## src/rtl/wdog_pkg.sv

```systemverilog
package wdog_pkg;
  typedef enum logic [1:0] {
    CLR_NONE = 2'd0,
    CLR_SOFT = 2'd1,
    CLR_HARD = 2'd2
  } clr_e;
endpackage

```

## src/rtl/wdog_prescaler.sv

```systemverilog
module wdog_prescaler
  import wdog_pkg::*;
#(
  parameter int PRE_W    = 12,
  parameter int KEEP_LSB = 4
) (
  input  logic             clk,
  input  logic             rst,
  input  clr_e             clr_kind,
  output logic [PRE_W-1:0] pre_q,
  output logic             carry
);
  localparam int UP_W = PRE_W - KEEP_LSB;

  logic [KEEP_LSB-1:0] low_q;
  logic [UP_W-1:0]     up_q;
  logic                low_wrap;

  assign low_wrap = &low_q;

  // Low stages: only a hard clear stops them.
  always_ff @(posedge clk) begin
    if (rst || clr_kind == CLR_HARD) begin
      low_q <= '0;
    end else begin
      low_q <= low_q + KEEP_LSB'(1);
    end
  end

  // Upper stages: cleared by soft and hard clears.
  always_ff @(posedge clk) begin
    if (rst || clr_kind != CLR_NONE) begin
      up_q <= '0;
    end else if (low_wrap) begin
      up_q <= up_q + UP_W'(1);
    end
  end

  assign pre_q = {up_q, low_q};
  assign carry = &pre_q;
endmodule

```

## src/rtl/wdog_counter.sv

```systemverilog
module wdog_counter #(
  parameter int CNT_W = 6
) (
  input  logic             clk,
  input  logic             rst,
  input  logic             clr,
  input  logic             inc,
  output logic [CNT_W-1:0] cnt_q
);
  always_ff @(posedge clk) begin
    if (rst || clr) begin
      cnt_q <= '0;
    end else if (inc) begin
      cnt_q <= cnt_q + CNT_W'(1);
    end
  end
endmodule

```

## src/rtl/wdog_tap.sv

```systemverilog
module wdog_tap #(
  parameter int CHAIN_W   = 18,
  parameter int SHORT_TAP = 13
) (
  input  logic [CHAIN_W-1:0] chain,
  input  logic               rate_short,
  output logic               hit
);
  logic long_hit;
  logic short_hit;

  assign long_hit = &chain;

  generate
    if (SHORT_TAP < CHAIN_W) begin : g_tap
      assign short_hit = &chain[SHORT_TAP-1:0];
    end else begin : g_no_tap
      assign short_hit = long_hit;
    end
  endgenerate

  assign hit = rate_short ? short_hit : long_hit;
endmodule

```

## src/rtl/wdog_timer.sv

```systemverilog
module wdog_timer
  import wdog_pkg::*;
#(
  parameter int PRE_W     = 12,
  parameter int CNT_W     = 6,
  parameter int SHORT_TAP = 13,
  parameter int KEEP_LSB  = 4
) (
  input  logic clk,
  input  logic rst,
  input  logic wd_disable,
  input  logic rate_short,
  input  logic svc_wr,
  input  logic vec_fetch,
  input  logic stop_req,
  input  logic int_rst,
  output logic timeout_rst
);
  localparam int CHAIN_W = PRE_W + CNT_W;

  logic [PRE_W-1:0]   pre_q;
  logic [CNT_W-1:0]   cnt_q;
  logic [CHAIN_W-1:0] chain;
  logic               pre_carry;
  logic               hit;
  logic               svc_any;
  logic               fire;
  clr_e               clr_kind;

  assign chain   = {cnt_q, pre_q};
  assign svc_any = svc_wr | vec_fetch | stop_req | int_rst;
  assign fire    = hit & ~svc_any & ~wd_disable;

  always_comb begin
    if (wd_disable || fire) begin
      clr_kind = CLR_HARD;
    end else if (svc_any) begin
      clr_kind = CLR_SOFT;
    end else begin
      clr_kind = CLR_NONE;
    end
  end

  wdog_prescaler #(
    .PRE_W   (PRE_W),
    .KEEP_LSB(KEEP_LSB)
  ) u_pre (
    .clk     (clk),
    .rst     (rst),
    .clr_kind(clr_kind),
    .pre_q   (pre_q),
    .carry   (pre_carry)
  );

  wdog_counter #(
    .CNT_W(CNT_W)
  ) u_cnt (
    .clk  (clk),
    .rst  (rst),
    .clr  (clr_kind != CLR_NONE),
    .inc  (pre_carry),
    .cnt_q(cnt_q)
  );

  wdog_tap #(
    .CHAIN_W  (CHAIN_W),
    .SHORT_TAP(SHORT_TAP)
  ) u_tap (
    .chain     (chain),
    .rate_short(rate_short),
    .hit       (hit)
  );

  always_ff @(posedge clk) begin
    if (rst) begin
      timeout_rst <= 1'b0;
    end else begin
      timeout_rst <= fire;
    end
  end
endmodule

```

## config.mk

```make
export PLATFORM = sky130hd
export DESIGN_NAME = wdog_timer
export DESIGN_NICKNAME = d
export VERILOG_FILES = /design/src/rtl/wdog_pkg.sv /design/src/rtl/wdog_prescaler.sv /design/src/rtl/wdog_counter.sv /design/src/rtl/wdog_tap.sv /design/src/rtl/wdog_timer.sv
export SDC_FILE = /design/constraint.sdc
export NUM_CORES = 1
export LEC_CHECK = 0
export BUFFER_PORTS_ARGS = -buffer_cell sky130_fd_sc_hd__buf_2
export CAP_MARGIN = 5
export CORE_ASPECT_RATIO = 1.25
export CORE_MARGIN = 4
export CORE_UTILIZATION = 49
export CTS_CLUSTER_DIAMETER = 150
export CTS_CLUSTER_SIZE = 12
export DETAILED_ROUTE_END_ITERATION = 8
export GPL_ROUTABILITY_DRIVEN = 0
export PLACE_DENSITY = 0.65
export SLEW_MARGIN = 20
export SYNTH_ARGS = -nofsm -noshare
export SYNTH_HDL_FRONTEND = slang
export SYNTH_HIERARCHICAL = 1
export SYNTH_SLANG_ARGS = --single-unit
```

## constraint.sdc

```tcl
create_clock -name clk -period 2.59 [get_ports clk]
set_input_delay 0.1295 -clock clk [delete_from_list [all_inputs] [get_ports clk]]
set_output_delay 0.1295 -clock clk [all_outputs]
set_load 0.05 [all_outputs]
```

== After elaboration in Yosys (flattened, before gate mapping) ==
Cells that the tools add are included.

* Register bits: 19
* Output and inout port bits: 1
* Word-level logic and storage cells: 26

* Add/subtract/negate cells: 3
* Equal/unequal tests: 1
* Muxes and demuxes: 3
* Bitwise logic cells: 7
* Reductions and logical operators: 8

{| class="wikitable"
|+ Operators by type and width
! cell !! count
|-
| $reduce_and 18->1 || 1
|-
| $reduce_and 13->1 || 1
|-
| $reduce_and 12->1 || 1
|-
| $add 8x1->8 const B || 1
|-
| $add 6x1->6 const B || 1
|-
| $add 4x1->4 const B || 1
|-
| $reduce_and 4->1 || 1
|-
| $logic_or 1x1->1 || 3
|-
| $or 1x1->1 || 3
|-
| $and 1x1->1 || 2
|-
| $eq 2x2->1 const B || 1
|-
| $mux 1 || 2
|-
| $mux 2 || 1
|-
| $not 1->1 || 2
|-
| $reduce_bool 2->1 || 1
|}

== Longest topological paths before layout ==
* Depth after elaboration: 10
* Gate-level depth with buffers: 7
* Gate-level depth less buffers: 6

== Hierarchy ==
The synthesis kept the hierarchy.

{| class="wikitable"
|+ Modules (own cells, without submodules)
! module !! instances !! cells each !! area each (sq um)
|-
| wdog_prescaler || 1 || 58 || 510.5
|-
| wdog_counter || 1 || 26 || 249.0
|-
| wdog_timer || 1 || 7 || 60.1
|-
| wdog_tap || 1 || 7 || 50.0
|}

== Least setup slack after synthesis ==
No wires, ideal clock.

* Path kind: reg-to-reg
* From: reg u_pre.low_q[0]
* To: reg u_cnt.cnt_q[5]
* Library setup time: 0.070 ns
* Arrival: 1.998 ns
* Required time: 2.520 ns
* Path slack: 0.522 ns
* Stages on the path, launching flop included: 8
* Buffers on the path: 1
* Cell sequence: dfxtp_1 -> ha_1 -> nand4_1 -> buf_2 -> nor3_1 -> nand4_2 -> or3_1 -> a21oi_1

* Elaborated cells on any way between the ends: 10

{| class="wikitable"
|+ RTL lines
! item !! line !! RTL
|-
| start: declaration || wdog_prescaler.sv:15 || <nowiki>logic [KEEP_LSB-1:0] low_q;</nowiki>
|-
| start signal: assignment || wdog_prescaler.sv:26 || <nowiki>low_q <= low_q + KEEP_LSB'(1);</nowiki>
|-
| $reduce_and 12->1 || wdog_prescaler.sv:40 || <nowiki>assign carry = &pre_q;</nowiki>
|-
| via pre_carry || wdog_timer.sv:24 || <nowiki>logic pre_carry;</nowiki>
|-
| end signal: assignment || wdog_counter.sv:14 || <nowiki>cnt_q <= cnt_q + CNT_W'(1);</nowiki>
|-
| end: declaration || wdog_counter.sv:8 || <nowiki>output logic [CNT_W-1:0] cnt_q</nowiki>
|}

The timed path passes the listed nets, and every way through them passes these cells.
A chain may end at the register's enable or synchronous reset.

== Final worst setup path ==
* From: reg u_cnt.cnt_q[2]
* To: reg u_pre.up_q[5]

* Word-level cells in the longest chain between the ends: 8

{| class="wikitable"
|+ RTL lines
! item !! line !! RTL
|-
| $reduce_and 18->1 || wdog_tap.sv:12 || <nowiki>assign long_hit = &chain;</nowiki>
|-
| $mux 1 || wdog_tap.sv:22 || <nowiki>assign hit = rate_short ? short_hit : long_hit;</nowiki>
|-
| via hit || wdog_timer.sv:25 || <nowiki>logic hit;</nowiki>
|-
| $and 1x1->1 (2 in a row) || wdog_timer.sv:32 || <nowiki>assign fire = hit & ~svc_any & ~wd_disable;</nowiki>
|-
| $logic_or 1x1->1 || wdog_timer.sv:35 || <nowiki>if (wd_disable || fire) begin</nowiki>
|-
| $mux 2 || wdog_timer.sv:35 ||
|-
| via clr_kind[1] || wdog_timer.sv:28 || <nowiki>clr_e clr_kind;</nowiki>
|-
| $reduce_bool 2->1 || wdog_prescaler.sv:32 || <nowiki>if (rst || clr_kind != CLR_NONE) begin</nowiki>
|-
| $logic_or 1x1->1 || wdog_prescaler.sv:32 ||
|-
| end signal: assignment || wdog_prescaler.sv:35 || <nowiki>up_q <= up_q + UP_W'(1);</nowiki>
|-
| end: declaration || wdog_prescaler.sv:16 || <nowiki>logic [UP_W-1:0] up_q;</nowiki>
|}

The timed path passes the listed nets, and every way through them passes these cells.

==> flow_metrics.env <==
export IMPL_cts_root_buffer="sky130_fd_sc_hd__clkbuf_4"
export IMPL_synth_simple_gate_area_frac=0.2935
export IMPL_timing_setup_tns_ns=0
export IMPL_clock_fmax_ghz=0.5516
export IMPL_final_max_slew_violation_count=0
export IMPL_hold_class="input pin to flop"
export IMPL_result_of_the_run="finished clean"
export IMPL_cts_hold_buffers=0
export IMPL_pwr_density_cell_mw_per_mm2=480.1
export IMPL_synth_edff_count=0
export IMPL_postSynthAreaPerCell_um2=8.873
export IMPL_dr_first_iter_drc_count=11
export IMPL_average_via_count_per_standard_cell=5.740
export IMPL_drc_errors_left=0
export IMPL_fin_util=0.5926
export IMPL_floorplan_die_height_um=55.10
export IMPL_routed_wire_length_per_instance_um=12.22
export IMPL_num_fill_cells=155
export IMPL_number_of_instances_in_the_synthesized_netlist=98
export IMPL_synth_area_mux_share=0.02302
export IMPL_cts_sinks=19
export IMPL_post_cts_setup_buffers=0
export IMPL_floorplan_core_area_mm2=0.001622
export IMPL_synth_nets=109
export IMPL_clk_insertion_delay_late_ns=0.29
export IMPL_cap_viol_max_count=0
export IMPL_dominant_combinational_cell_family_by_area_after_synthesis="simple AND/OR/NAND/NOR gates"
export IMPL_r2r_worst_path_cells=6
export IMPL_synth_warning_count=6
export IMPL_num_antenna_cells=0
export IMPL_tritoncts="yes"
export IMPL_final_layout_size_suffix_gt1_frac=0.1468
export IMPL_synthTopCellsByCount="19 x sky130_fd_sc_hd__dfxtp_1, 13 x sky130_fd_sc_hd__nor2_1"
export IMPL_synth_cell_types=27
export IMPL_h_tree_levels=1
export IMPL_synth_area_in_compound_gates=0.09928
export IMPL_fin_skew_ns=0.0009593
export IMPL_synth_top_flop_cell="sky130_fd_sc_hd__dfxtp_1"
export IMPL_setup_worst_path_end_class="flop"
export IMPL_max_vdd_ir_drop_uv=352.4
export IMPL_synth_area_top_cells="sky130_fd_sc_hd__dfxtp_1 44%, sky130_fd_sc_hd__xor2_1 6.0%, sky130_fd_sc_hd__nor2_1 5.6%"
export IMPL_totalWireLength_um=1552
export IMPL_boundaryPins=9
export IMPL_whs_path_depth=2
export IMPL_syn_area_um2=869.6
export IMPL_timing_final_setup_violations=0
export IMPL_area_growth_syn_to_fin_pct=10.50
export IMPL_first_global_vias=737
export IMPL_worstSetupPathType="flop to flop"
export IMPL_initial_core_util=0.5363
export IMPL_firstDrtPassIters=4
export IMPL_synth_fa_ha_area_frac=0.04317
export IMPL_synth_ff_latch_count=19
export IMPL_path_clk_slew_ns=0.10
export IMPL_tightestPinTransition_ns=0.3581
export IMPL_synthMostInstantiatedCell="sky130_fd_sc_hd__dfxtp_1"
export IMPL_p_leak_nw=0.3445
export IMPL_synth_xor_xnor_area_share=0.08058
export IMPL_global_route_usage_total=0.1579
export IMPL_die_area_mm2=0.002517
export IMPL_clk_path_buf_depth=2
export IMPL_synth_async_reset_ratio=0
export IMPL_first_pass_grt_wire_length_um=2918
export IMPL_cp_max_fo=8
export IMPL_post_route_min_period_ns=1.813
export IMPL_antenna_violations_before_repair=0
export IMPL_post_cts_resize_count=0
export IMPL_dp_hpwl_um=1194
export IMPL_netlist_top_cell_by_area="sky130_fd_sc_hd__dfxtp_1"
export IMPL_dieWidth_um=45.68
export IMPL_synth_yosys_seq_area_share=0.4374
export IMPL_crit_arrival_ns=2.04
export IMPL_vias=729
export IMPL_start_kind="flop"
export IMPL_detail_route_antenna_nets=0
export IMPL_maxSlewHeadroom=0.7590
export IMPL_required_ns=2.82
export IMPL_io_buffer_count=8
export IMPL_finalCritPeriodShare=0.6999
export IMPL_setup_repair_after_global_routing_missed_its_margin="no"
export IMPL_nets=121
export IMPL_maximum_number_of_pins_on_one_net_before_global_route_repair=11
export IMPL_num_rows=16
export IMPL_finalHoldViolCount=0
export IMPL_yosysTopAreaCellShare=0.4374
export IMPL_grt_ovfl_total=0
export IMPL_cts_made_buffers=3
## layer usage
layer | GRT usage | part of all wire
met4 | 0.08780 | 0.0058
met5 | 0 | 0
met3 | 0.01942 | 0.037
met2 | 0.2767 | 0.51
met1 | 0.1820 | 0.44
## power by group
group,leakage (nW),internal [W],switching [W]
Sequential,0.153,0.000295,0.00000283
Combinational,0.176,0.00000888,0.0000102
Clock,0.0150,0.0000599,0.0000847
Total,0.345,0.000364,0.0000977
## registers in the layout, summed over array words and instances, names as in the netlist
register	flops
timeout_rst	1
u_pre/low_q	4
u_cnt/cnt_q	6
u_pre/up_q	8
## critical path: stages, from the launching register on
cell and delay, ns:
sky130_fd_sc_hd__dfxtp_1 0.36, sky130_fd_sc_hd__and3_1 0.20, sky130_fd_sc_hd__a31oi_1 0.23, sky130_fd_sc_hd__nor4_2 0.10, sky130_fd_sc_hd__a21o_1 0.17, sky130_fd_sc_hd__or3_1 0.50
sky130_fd_sc_hd__a21oi_1 0.17
## metrics by stage
step	setup WS (ns)	hold WS, ns	instances	instance area, um^2	power, W
global route	0.6201	0.02172	127	960.9	0.0004831
finish	0.7772	0.03266	127	960.9	0.0004614
floorplan	0.5223	0.2059	98	869.6	0.0003146
CTS	0.7564	0.02041	127	960.9	0.0004676
global placement	0.8309	0.3415	123	934.6	0.0003231
detailed placement	0.7886	0.3409	123	934.6	0.0003236
## kinds of logic after synthesis
kind of cell / after synthesis
simple gates: 46
flops: 19
compound gates: 15
xor+xnor: 8
buf+inv: 5
fa+ha+maj: 3
mux: 2
## layout by cell type (no fill, tap or decap), types with 2 or more instances in the layout
master                     count
sky130_fd_sc_hd__dfxtp_1      19
sky130_fd_sc_hd__nor2_1       13
sky130_fd_sc_hd__buf_2         8
sky130_fd_sc_hd__or3_1         6
sky130_fd_sc_hd__nand4_1       6
sky130_fd_sc_hd__xor2_1        6
sky130_fd_sc_hd__nand2_1       6
sky130_fd_sc_hd__a21oi_1       6
sky130_fd_sc_hd__o21ai_0       4
sky130_fd_sc_hd__nand3_1       4
sky130_fd_sc_hd__or4_1         3
sky130_fd_sc_hd__clkbuf_4      3
sky130_fd_sc_hd__ha_1          3
sky130_fd_sc_hd__a21o_1        2
sky130_fd_sc_hd__mux2i_1       2
sky130_fd_sc_hd__xnor2_1       2
sky130_fd_sc_hd__buf_4         2
sky130_fd_sc_hd__inv_1         2
sky130_fd_sc_hd__o31ai_1       2
## worst paths after layout
kind	slack, ns	from	endpoint
min	0.03	wd_disable	timeout_rst
min reg2reg	0.48	u_pre/low_q[0]	u_pre/low_q[0]
max reg2reg	0.78	u_cnt/cnt_q[2]	u_pre/up_q[5]
max	0.78	u_cnt/cnt_q[2]	u_pre/up_q[5]
## layout make-up
| cell class | instances | area [um^2] | area share |
|---|---|---|---|
| tap | 18 | 22.52 | 0.02344 |
| timing repair buffer | 10 | 55.05 | 0.05729 |
| inverter | 2 | 7.507 | 0.007812 |
| multi-input combinational | 74 | 469.2 | 0.4883 |
| sequential | 19 | 380.4 | 0.3958 |
| clock buffer | 4 | 26.28 | 0.02734 |
Power figures use the tool's default switching activity.
